File: src/rtl/audio_clk_pkg.sv
package audio_clk_pkg;
  localparam int DIV_W = 10;
  localparam int WB_W  = 5;

  function automatic logic [DIV_W-1:0] ratio_div(input logic [3:0] code);
    case (code)
      4'd0: ratio_div = DIV_W'(32);
      4'd1: ratio_div = DIV_W'(48);
      4'd2: ratio_div = DIV_W'(64);
      4'd3: ratio_div = DIV_W'(96);
      4'd4: ratio_div = DIV_W'(128);
      4'd5: ratio_div = DIV_W'(192);
      4'd6: ratio_div = DIV_W'(256);
      4'd7: ratio_div = DIV_W'(384);
      4'd8: ratio_div = DIV_W'(512);
      default: ratio_div = '0;
    endcase
  endfunction

  function automatic logic [WB_W-1:0] width_bits(input logic [1:0] code);
    case (code)
      2'd0: width_bits = WB_W'(8);
      2'd1: width_bits = WB_W'(16);
      2'd2: width_bits = WB_W'(24);
      default: width_bits = '0;
    endcase
  endfunction
endpackage

File: src/rtl/acc_mclk_gen.sv
module acc_mclk_gen #(
  parameter int ACC_W = 32
) (
  input  logic             clk_i,
  input  logic             rst_ni,
  input  logic             run_i,
  input  logic [ACC_W-1:0] word_i,
  output logic             mclk_o,
  output logic             edge_o
);
  logic [ACC_W-1:0] acc_q;
  logic             mclk_d_q;

  always_ff @(posedge clk_i or negedge rst_ni) begin
    if (!rst_ni) begin
      acc_q    <= '0;
      mclk_d_q <= 1'b0;
    end else if (!run_i) begin
      acc_q    <= '0;
      mclk_d_q <= 1'b0;
    end else begin
      acc_q    <= acc_q + word_i;
      mclk_d_q <= acc_q[ACC_W-1];
    end
  end

  assign mclk_o = acc_q[ACC_W-1];
  // both transitions of mclk are events for the bit divider
  assign edge_o = mclk_o ^ mclk_d_q;

  AST_MCLK_IDLE: assert property (@(posedge clk_i) disable iff (!rst_ni)
    !run_i |=> !mclk_o);
endmodule

File: src/rtl/frame_div.sv
module frame_div #(
  parameter int DIV_W = 10,
  parameter int WB_W  = 5
) (
  input  logic             clk_i,
  input  logic             rst_ni,
  input  logic             run_i,
  input  logic             edge_i,
  input  logic [DIV_W-1:0] div_i,
  input  logic [WB_W-1:0]  bits_i,
  output logic             bclk_o,
  output logic             lrck_o,
  output logic             fs_o
);
  localparam int ACCB_W = DIV_W + 2;

  logic [ACCB_W-1:0] bacc_q, bacc_n, sum, step, twor;
  logic [WB_W-1:0]   cnt_q, cnt_n;
  logic              bclk_q, bclk_n, lrck_q, lrck_n, fs_q, fs_n;
  logic              hit, fall, last, lr_tog;

  // Bresenham: 4*W bclk toggles spread over 2*R mclk transitions
  always_comb begin
    step   = ACCB_W'(bits_i) << 2;
    twor   = ACCB_W'(div_i) << 1;
    sum    = bacc_q + step;
    hit    = edge_i && (sum >= twor);
    bacc_n = edge_i ? (hit ? sum - twor : sum) : bacc_q;
    bclk_n = hit ? ~bclk_q : bclk_q;
    fall   = hit && bclk_q;
    last   = (cnt_q >= bits_i - WB_W'(1));
    cnt_n  = fall ? (last ? '0 : cnt_q + WB_W'(1)) : cnt_q;
    lr_tog = fall && last;
    lrck_n = lr_tog ? ~lrck_q : lrck_q;
    fs_n   = lr_tog && lrck_q;
  end

  always_ff @(posedge clk_i or negedge rst_ni) begin
    if (!rst_ni) begin
      bacc_q <= '0; cnt_q <= '0;
      bclk_q <= 1'b0; lrck_q <= 1'b0; fs_q <= 1'b0;
    end else if (!run_i) begin
      bacc_q <= '0; cnt_q <= '0;
      bclk_q <= 1'b0; lrck_q <= 1'b0; fs_q <= 1'b0;
    end else begin
      bacc_q <= bacc_n; cnt_q <= cnt_n;
      bclk_q <= bclk_n; lrck_q <= lrck_n; fs_q <= fs_n;
    end
  end

  assign bclk_o = bclk_q;
  assign lrck_o = lrck_q;
  assign fs_o   = fs_q;

  AST_BCLK_ON_EDGE: assert property (@(posedge clk_i) disable iff (!rst_ni)
    run_i && $past(run_i) && !$stable(bclk_q) |-> $past(edge_i));
  AST_LRCK_ON_FALL: assert property (@(posedge clk_i) disable iff (!rst_ni)
    run_i && $past(run_i) && !$stable(lrck_q) |-> !bclk_q && $past(bclk_q));
  AST_FS_ONE_CYCLE: assert property (@(posedge clk_i) disable iff (!rst_ni)
    fs_q |=> !fs_q);
  AST_FS_LRCK_LOW: assert property (@(posedge clk_i) disable iff (!rst_ni)
    fs_q |-> !lrck_q && $past(lrck_q));
endmodule

File: src/rtl/pin_sync.sv
module pin_sync #(
  parameter int W = 2
) (
  input  logic         clk_i,
  input  logic         rst_ni,
  input  logic [W-1:0] d_i,
  output logic [W-1:0] s1_o,
  output logic [W-1:0] s2_o
);
  for (genvar g = 0; g < W; g++) begin : g_bit
    logic s1_q, s2_q;
    always_ff @(posedge clk_i or negedge rst_ni) begin
      if (!rst_ni) begin
        s1_q <= 1'b0;
        s2_q <= 1'b0;
      end else begin
        s1_q <= d_i[g];
        s2_q <= s1_q;
      end
    end
    assign s1_o[g] = s1_q;
    assign s2_o[g] = s2_q;
  end
endmodule

File: src/rtl/audio_clk_gen.sv
module audio_clk_gen
  import audio_clk_pkg::*;
#(
  parameter int ACC_W     = 32,
  parameter int RATIO_CW  = 4,
  parameter int SWIDTH_CW = 2
) (
  input  logic                 clk_i,
  input  logic                 rst_ni,
  input  logic                 master_i,
  input  logic                 mclk_en_i,
  input  logic [ACC_W-1:0]     freq_word_i,
  input  logic [RATIO_CW-1:0]  ratio_i,
  input  logic [SWIDTH_CW-1:0] swidth_i,
  input  logic                 bclk_pin_i,
  input  logic                 lrck_pin_i,
  output logic                 mclk_o,
  output logic                 bclk_o,
  output logic                 lrck_o,
  output logic                 frame_start_o,
  output logic                 cfg_err_o
);
  localparam int PIN_N = 2;
  localparam int BCLK_IDX = 0;
  localparam int LRCK_IDX = 1;

  logic [DIV_W-1:0] div;
  logic [WB_W-1:0]  bits;
  logic             run_m, run_b, mclk_edge;
  logic             g_bclk, g_lrck, g_fs;
  logic [PIN_N-1:0] pin_s1, pin_s2;
  logic             s_fs_q;

  assign div       = ratio_div(4'(ratio_i));
  assign bits      = width_bits(2'(swidth_i));
  assign cfg_err_o = (div == '0) || (bits == '0) || (div < DIV_W'({bits, 1'b0}));

  assign run_m = master_i && mclk_en_i;
  assign run_b = run_m && !cfg_err_o;

  acc_mclk_gen #(.ACC_W(ACC_W)) i_acc (
    .clk_i  (clk_i),
    .rst_ni (rst_ni),
    .run_i  (run_m),
    .word_i (freq_word_i),
    .mclk_o (mclk_o),
    .edge_o (mclk_edge)
  );

  frame_div #(.DIV_W(DIV_W), .WB_W(WB_W)) i_div (
    .clk_i  (clk_i),
    .rst_ni (rst_ni),
    .run_i  (run_b),
    .edge_i (mclk_edge),
    .div_i  (div),
    .bits_i (bits),
    .bclk_o (g_bclk),
    .lrck_o (g_lrck),
    .fs_o   (g_fs)
  );

  pin_sync #(.W(PIN_N)) i_sync (
    .clk_i  (clk_i),
    .rst_ni (rst_ni),
    .d_i    ({lrck_pin_i, bclk_pin_i}),
    .s1_o   (pin_s1),
    .s2_o   (pin_s2)
  );

  // strobe lands with the synchronized lrck fall
  always_ff @(posedge clk_i or negedge rst_ni) begin
    if (!rst_ni) s_fs_q <= 1'b0;
    else         s_fs_q <= !master_i && pin_s2[LRCK_IDX] && !pin_s1[LRCK_IDX];
  end

  assign bclk_o        = master_i ? g_bclk : pin_s2[BCLK_IDX];
  assign lrck_o        = master_i ? g_lrck : pin_s2[LRCK_IDX];
  assign frame_start_o = master_i ? g_fs   : s_fs_q;

  AST_SLAVE_NO_MCLK: assert property (@(posedge clk_i) disable iff (!rst_ni)
    !master_i |=> !mclk_o);
  AST_ERR_HOLDS: assert property (@(posedge clk_i) disable iff (!rst_ni)
    master_i && mclk_en_i && cfg_err_o ##1 master_i |-> !bclk_o && !lrck_o);
endmodule

File: config.mk
export PLATFORM = sky130hd
export DESIGN_NAME = audio_clk_gen
export DESIGN_NICKNAME = d
export VERILOG_FILES = /design/src/rtl/audio_clk_pkg.sv /design/src/rtl/acc_mclk_gen.sv /design/src/rtl/frame_div.sv /design/src/rtl/pin_sync.sv /design/src/rtl/audio_clk_gen.sv
export SDC_FILE = /design/constraint.sdc
export NUM_CORES = 1
export LEC_CHECK = 0
export BUFFER_PORTS_ARGS = -buffer_cell sky130_fd_sc_hd__buf_2
export CAP_MARGIN = 20
export CORE_ASPECT_RATIO = 1.1
export CORE_MARGIN = 2
export CORE_UTILIZATION = 34
export DETAILED_ROUTE_END_ITERATION = 7
export PLACE_DENSITY = 0.61
export RECOVER_POWER = 100
export SLEW_MARGIN = 20
export SYNTH_ARGS = -nofsm -noshare
export SYNTH_HDL_FRONTEND = slang
export SYNTH_SLANG_ARGS = --single-unit
export TNS_END_PERCENT = 30
File: constraint.sdc
create_clock -name clk_i -period 3.9 [get_ports clk_i]
set_input_delay 0.78 -clock clk_i [delete_from_list [all_inputs] [get_ports clk_i]]
set_output_delay 0.78 -clock clk_i [all_outputs]
set_load 0.01 [all_outputs]
==> Word-level counts from Yosys, hierarchy flattened <==
Memories as Yosys holds them, arrays and structs flattened.
Index checks and enable logic that the tools add are counted.
{ "totals": {"register_bits": 58, "latchBits": 0, "ram_bits": 0, "romBits": 96, "in_bits": 44, "out_inout_bits": 5, "elab_cells": 63, "n_memories": 1} }
{ "memory_table": {"columns": ["memory", "words", "word_bits", "read_ports", "rd_clocked_by_memory_dff", "write_ports", "line_no", "text"], "rows": [
  ["(name not given)", 16, 6, 1, 0, 0, "audio_clk_pkg.sv:6", "case (code)"]
]} }
{ "op_classes": {"add_sub_neg": 5, "multipliers": 0, "n_div": 0, "order_cmp": 3, "n_eq_ne": 6, "shift": 0, "muxes": 17, "n_bitwise": 3, "reduce_logical": 16} }
{ "op_table": {"columns": ["op", "n"], "rows": [
  ["two-way mux 12 bit", 3],
  ["adder 32 bit", 1],
  ["two-way mux 32 bit", 1],
  ["two-way mux 5 bit", 3],
  ["one-hot mux 5 bit (3 select lines)", 1],
  ["adder 12 x 7 -> 12 bit", 1],
  ["greater-or-equal comparator 12 x 11 -> 1 bit", 1],
  ["subtractor 12 x 11 -> 12 bit", 1],
  ["zero test 10 bit", 1],
  ["less-than comparator 10 x 6 -> 1 bit", 1],
  ["two-way mux 1 bit", 9],
  ["logical AND 1 bit", 8],
  ["inequality test 2 bit, second input constant", 4],
  ["adder 5 x 1 -> 5 bit, second input constant", 1],
  ["greater-or-equal comparator 5 bit", 1],
  ["zero test 5 bit", 1],
  ["subtractor 5 x 1 -> 5 bit, second input constant", 1],
  ["zero test 1 bit", 3],
  ["equality test 2 x 1 -> 1 bit, second input constant", 1],
  ["equality test 2 bit, second input constant", 1],
  ["zero test 2 bit", 1],
  ["logical OR 1 bit", 2],
  ["inverter 1 bit", 2],
  ["XOR 1 bit", 1]
]} }

==> Depth between registers and ports, before layout <==
{ "logic_depth": {"ltp_word": 9, "depth_mapped": 15, "mapped_depth_nobuf": 15} }

==> Cells and area by module <==
Synthesis repeated with hierarchy kept, for this count alone.
{ "unflattened": {"cells_unflattened": 604, "area_unflattened_um2": 5146.2} }
{ "modules_own_cells": {"columns": ["module", "n_inst", "cells_per_inst", "area_per_inst_um2", "seq_area_each_um2"], "rows": [
  ["acc_mclk_gen", 1, 333, 2790.2, 825.8],
  ["frame_div", 1, 229, 1958.1, 475.5],
  ["audio_clk_gen", 1, 34, 267.8, 25.0],
  ["pin_sync", 1, 8, 130.1, 100.1]
]} }

==> Least setup slack after synthesis <==
OpenSTA, ideal clock, no wires.
{ "synth_path": {"kind": "input port to flip-flop", "start": "in swidth_i[0]", "end": "reg i_div.bacc_q[11]", "setup_time_ns": 0.079, "arrival_ns": 3.824, "t_required_ns": 3.821, "setup_slack_ns": -0.003, "stages": 15, "path_buffers": 1, "path_cell_list": "inv_1 ha_1 xor2_1 ha_1 a21oi_1 xnor2_1 ha_1 o21ai_0 a21boi_0 o21ai_0 a21bo_2 clkbuf_1 a221oi_1 mux2i_1 mux2i_1"} }
{ "synth_via": {"elab_chain_cells": 8, "word_cells_on_any_way": 18, "cone_classes": "2 x add/sub; 2 x order compare; 3 x eq/ne; 4 x mux; 7 x reduce/logical"} }
{ "synth_lines": {"columns": ["element", "line_no", "text"], "rows": [
  ["from (decl)", "audio_clk_gen.sv:14", "input logic [SWIDTH_CW-1:0] swidth_i,"],
  ["equality test 2 bit, or another cell as far along", "audio_clk_pkg.sv:21", "case (code)"],
  ["one-hot mux 5 bit (3 select lines) *", "audio_clk_pkg.sv:21", null],
  ["adder 12 x 7 -> 12 bit or zero test 5 bit (tied branches)", "frame_div.sv:26, audio_clk_gen.sv:36", null],
  ["greater-or-equal comparator 12 x 11 -> 1 bit or logical OR 1 bit (tied branches)", "frame_div.sv:27, audio_clk_gen.sv:36", null],
  ["logical AND 1 bit or logical OR 1 bit (tied branches)", "frame_div.sv:27, audio_clk_gen.sv:36", null],
  ["two-way mux 12 bit or zero test 1 bit (tied branches)", "frame_div.sv:28, audio_clk_gen.sv:39", null],
  ["two-way mux 12 bit or logical AND 1 bit (tied branches)", "frame_div.sv:28, audio_clk_gen.sv:39", null],
  ["two-way mux 12 bit or inequality test 2 bit (tied branches)", null, null],
  ["to (signal assigned)", "frame_div.sv:46", "bacc_q <= bacc_n; cnt_q <= cnt_n;"],
  ["to (decl)", "frame_div.sv:17", "logic [ACCB_W-1:0] bacc_q, bacc_n, sum, step, twor;"]
]} }
Mark *: on every way between the ends. The rest lies on a longest branch, timed or not. The select of a mux whose other input is x is not followed.
A chain may end at the register's enable or synchronous reset.

==> Worst setup path in the final report <==
{ "layout_path": {"start": "in swidth_i[0]", "end": "reg i_div.lrck_q (netlist: i_div.lrck_o)"} }
{ "layout_via": {"elab_chain_cells": 8, "word_cells_on_any_way": 19, "cone_classes": "2 x add/sub; 3 x order compare; 3 x eq/ne; 2 x mux; 9 x reduce/logical"} }
{ "layout_lines": {"columns": ["element", "line_no", "text"], "rows": [
  ["equality test 2 bit, or another cell as far along", "audio_clk_pkg.sv:21", null],
  ["one-hot mux 5 bit (3 select lines) *", "audio_clk_pkg.sv:21", null],
  ["adder 12 x 7 -> 12 bit or zero test 5 bit (tied branches)", "frame_div.sv:26, audio_clk_gen.sv:36", null],
  ["greater-or-equal comparator 12 x 11 -> 1 bit or logical OR 1 bit (tied branches)", "frame_div.sv:27, audio_clk_gen.sv:36", null],
  ["logical AND 1 bit or logical OR 1 bit (tied branches)", "frame_div.sv:27, audio_clk_gen.sv:36", null],
  ["logical AND 1 bit or zero test 1 bit (tied branches)", "frame_div.sv:30, audio_clk_gen.sv:39", null],
  ["logical AND 1 bit (on tied branches)", "frame_div.sv:33, audio_clk_gen.sv:39", null],
  ["inequality test 2 bit (no source line) or two-way mux 1 bit (tied branches)", null, null],
  ["to (signal assigned)", "frame_div.sv:47", "bclk_q <= bclk_n; lrck_q <= lrck_n; fs_q <= fs_n;"],
  ["to (decl)", "frame_div.sv:19", "logic bclk_q, bclk_n, lrck_q, lrck_n, fs_q, fs_n;"]
]} }
Mark *: on every way between the ends. The rest lies on a longest branch, timed or not.

==> flow_metrics.env <==
export IMPL_final_setup_viol_count=0
export IMPL_met3_usage_pct=3.450
export IMPL_grt_overflow=0
export IMPL_cts_reportedPaths_clkPinSlew_ps=70
export IMPL_hold_path_class="flop to flop"
export IMPL_met1_usage_pct=20.51
export IMPL_io_buffer_count=48
export IMPL_p_leak_nw=2.313
export IMPL_ctsHtreeMaxLevel=2
export IMPL_drt_wl_total_um=9603
export IMPL_clock_path_buffers=2
export IMPL_synth_ff_type="dfrtp_1"
export IMPL_multi_input_area_mm2=0.002720
export IMPL_rows=42
export IMPL_final_util_pct=40.07
export IMPL_grt_max_degree=40
export IMPL_yosysTopAreaCell="dfrtp_1"
export IMPL_min_period_ps=3628
export IMPL_vias=3644
export IMPL_area_growth_pct=14.98
export IMPL_antenna_found_initial=0
export IMPL_fp_dieArea_mm2=0.01324
export IMPL_violations="capacitance limit, slew limit"
export IMPL_slew_headroom_pct=-40.22
export IMPL_worstPathRequired_ps=4110
export IMPL_max_cap_viol_count=1
export IMPL_grt_usage_pct=15.53
export IMPL_netlist_area_mm2=0.004194
export IMPL_globalRoute_busiestLayer="met2"
export IMPL_finalMaxSlewViolations=40
export IMPL_insertion_delay_ps=300
export IMPL_dieHeight_um=120.5
export IMPL_cts_root_buf="clkbuf_16"
export IMPL_yosys_area_top_type_share_pct=31.62
export IMPL_fillCellCount=1204
export IMPL_tightest_slew_ps=2103
export IMPL_synthArstFlopShare_pct=100.0
export IMPL_final_layout_size_suffix_gt1_share_pct=13.61
export IMPL_syn_area_per_cell_um2=8.848
export IMPL_dp_hpwl_um=7406
export IMPL_synthMostInstantiatedCell="dfrtp_1"
export IMPL_tns_ps=0
export IMPL_antenna_left=0
export IMPL_start_kind="primary input"
export IMPL_crit_type="primary input to flop"
export IMPL_cts_sinks=53
export IMPL_p_switching_mw=0.5356
export IMPL_first_pass_iters=4
export IMPL_cts_tree="yes"
export IMPL_status="finished with violations"
export IMPL_place_gp_congestion=0.8840
export IMPL_yosysSeqAreaShare_pct=31.62
export IMPL_crit_path_end_kind="flop"
export IMPL_synthTopCellsByArea="dfrtp_1 (32%), ha_1 (14%), xnor2_1 (4.4%), a21oi_1 (4.3%), nand2_1 (3.8%)"
export IMPL_drtIter0Drc=157
export IMPL_start_util_pct=34.85
export IMPL_p_int_mw=1.177
export IMPL_grt_pass1_wl_um=16690
export IMPL_io_pins=49
export IMPL_core_mm2=0.01203
export IMPL_fp_dieW_um=109.9
export IMPL_cts_made_buffers=5
export IMPL_grt_pass1_vias=3613
export IMPL_ctsHoldBuffers=0
export IMPL_ir_worst_vdd_mv=0.1904
export IMPL_arrival_ps=3840
export IMPL_fin_crit_sh_pct=93.03
export IMPL_postCtsSetupRepairBufs=0
export IMPL_synth_seq_cells=53
export IMPL_p_sw_share_pct=31.28
export IMPL_layout_area_seq_mm2=0.001326
export IMPL_routedWlPerCell_um=14.06
export IMPL_nets=621
export IMPL_skew_ps=5.315
export IMPL_met2_usage_pct=25.73
export IMPL_synth_nets=567
export IMPL_viasPerCell=5.335
export IMPL_power_density_mw_per_mm2=355.2
export IMPL_drc=0
export IMPL_synth_edf_count=0
export IMPL_power_frac_clock_pct=33.4
export IMPL_ys_warn_count=0
export IMPL_hold_violations=0
export IMPL_pwr_share_comb_pct=31.5
export IMPL_timing_hold_ws_ps=353.7
export IMPL_worstPathMaxFanout=5
export IMPL_yosysUniqueCellTypes=59
export IMPL_synth_cells=474
export IMPL_yosys_top_cells_count="dfrtp_1 (53), ha_1 (47), nand2_1 (42), nor2_1 (42), a21oi_1 (36)"
export IMPL_fmax_mhz=275.6
export IMPL_seqPwrFrac_pct=35.1
export IMPL_antennaDiodeCount=0
-- sequential cells by signal, indices dropped and copies added, names as in the netlist --
name,cells
i_div.cnt_q,5
s_fs_q,1
i_acc.acc_q,32
i_div.bacc_q,7
i_sync.g_bit.s2_q,2
i_div.fs_o,1
i_div.lrck_o,1
i_sync.g_bit.s1_q,2
i_div.bclk_o,1
i_acc.mclk_d_q,1
-- per-stage QoR --
stage	instances	instance area (µm²)	setup WS (ps)	total power, mW
5_1_grt	683	4822	-11.37	1.832
3_5_place_dp	675	4676	-38.61	1.154
6_report	683	4822	271.9	1.713
3_3_place_gp	675	4676	79.34	1.145
2_1_floorplan	474	4198	65.14	1.005
4_1_cts	683	4866	265.1	1.740
-- layer usage --
metal,wire (µm),vias to the layer above
met5,0,-
met4,90,0
met3,488,10
met2,4643,59
met1,4381,1735
li1,-,1840
-- power groups by stage --
stage          Sequential (mW)  Combinational (mW)  Clock (mW)
2_1_floorplan            0.608               0.397           0
3_3_place_gp             0.611               0.534           0
3_5_place_dp             0.612               0.542           0
4_1_cts                  0.601               0.547       0.593
5_1_grt                  0.606               0.610       0.616
6_report                 0.601               0.539       0.573
-- cells in the final DEF, fill, tap and decap left out, types with 2 or more instances in the layout --
cell / n
a211o_1: 3
a211oi_1: 7
a21boi_1: 2
a21o_1: 18
a21o_2: 2
a21oi_1: 35
a221oi_1: 3
a31oi_1: 6
and2_1: 3
and3_1: 10
and4_1: 2
buf_2: 41
buf_4: 11
bufinv_16: 2
clkbuf_1: 10
clkbuf_16: 5
dfrtp_1: 53
fa_1: 2
ha_1: 47
inv_1: 18
mux2i_1: 4
nand2_1: 42
nand2b_1: 6
nand3_1: 12
nand3b_1: 2
nand4_1: 8
nor2_1: 42
nor2b_1: 5
nor3_1: 12
nor3b_1: 4
nor4_1: 3
nor4b_1: 2
o211ai_1: 6
o21ai_0: 28
o21bai_1: 6
o22ai_1: 2
o31ai_1: 4
or3_1: 4
xnor2_1: 21
xor2_1: 13
-- logic make-up after synthesis --
group / count (synthesis) / share of synthesized area [%]
AOI/OAI and AO/OA: 136 / 22.38
DFF: 53 / 31.62
and+or+nand+nor: 162 / 19.15
xor gates and xnor gates: 34 / 7.100
adders and majority gates: 50 / 15.21
buffers and inverters: 33 / 3.043
muxes: 6 / 1.492
-- worst max-delay path: stages --
cell and delay, ps:
buf_2 110, inv_1 60, ha_1 370, xor2_1 190
ha_1 340, ha_1 310, nor2b_1 130, o21ai_0 210
a21boi_1 120, o21ai_0 320, a21boi_1 150, o211ai_1 330
buf_4 200, o21ai_0 80, a21oi_1 150
-- worst paths after layout --
| check | startpoint | to | slack, ps | cells past startpoint |
|---|---|---|---|---|
| worst max-delay path | swidth_i[0] | i_div.lrck_o | 270 | 15 |
| worst min-delay path | i_sync.g_bit[0].s1_q | i_sync.g_bit[0].s2_q | 350 | 0 |
| worst max register to register | i_acc.acc_q[0] | i_acc.acc_q[28] | 550 | 10 |
| worst min register to register | i_sync.g_bit[0].s1_q | i_sync.g_bit[0].s2_q | 350 | 0 |
| max in group asynchronous | rst_ni | i_div.bacc_q[8] | 1230 | 2 |
| min in group asynchronous | rst_ni | i_acc.acc_q[14] | 1090 | 1 |
-- cell type report --
cell class                      instances  area share, %
Sequential cell                        53          27.50
Clock inverter                          3          1.349
Timing Repair Buffer                   62          6.746
Clock buffer                            5          2.595
Multi-Input combinational cell        388          56.41
Tap cell                              154          3.996
Inverter                               18          1.401
-- timing repair --
action	CTS	global route
setup endpoints to repair	0	5
gates resized for setup	0	2
hold endpoints to repair	0	0
Note: power is estimated with default switching activity, not from simulation.
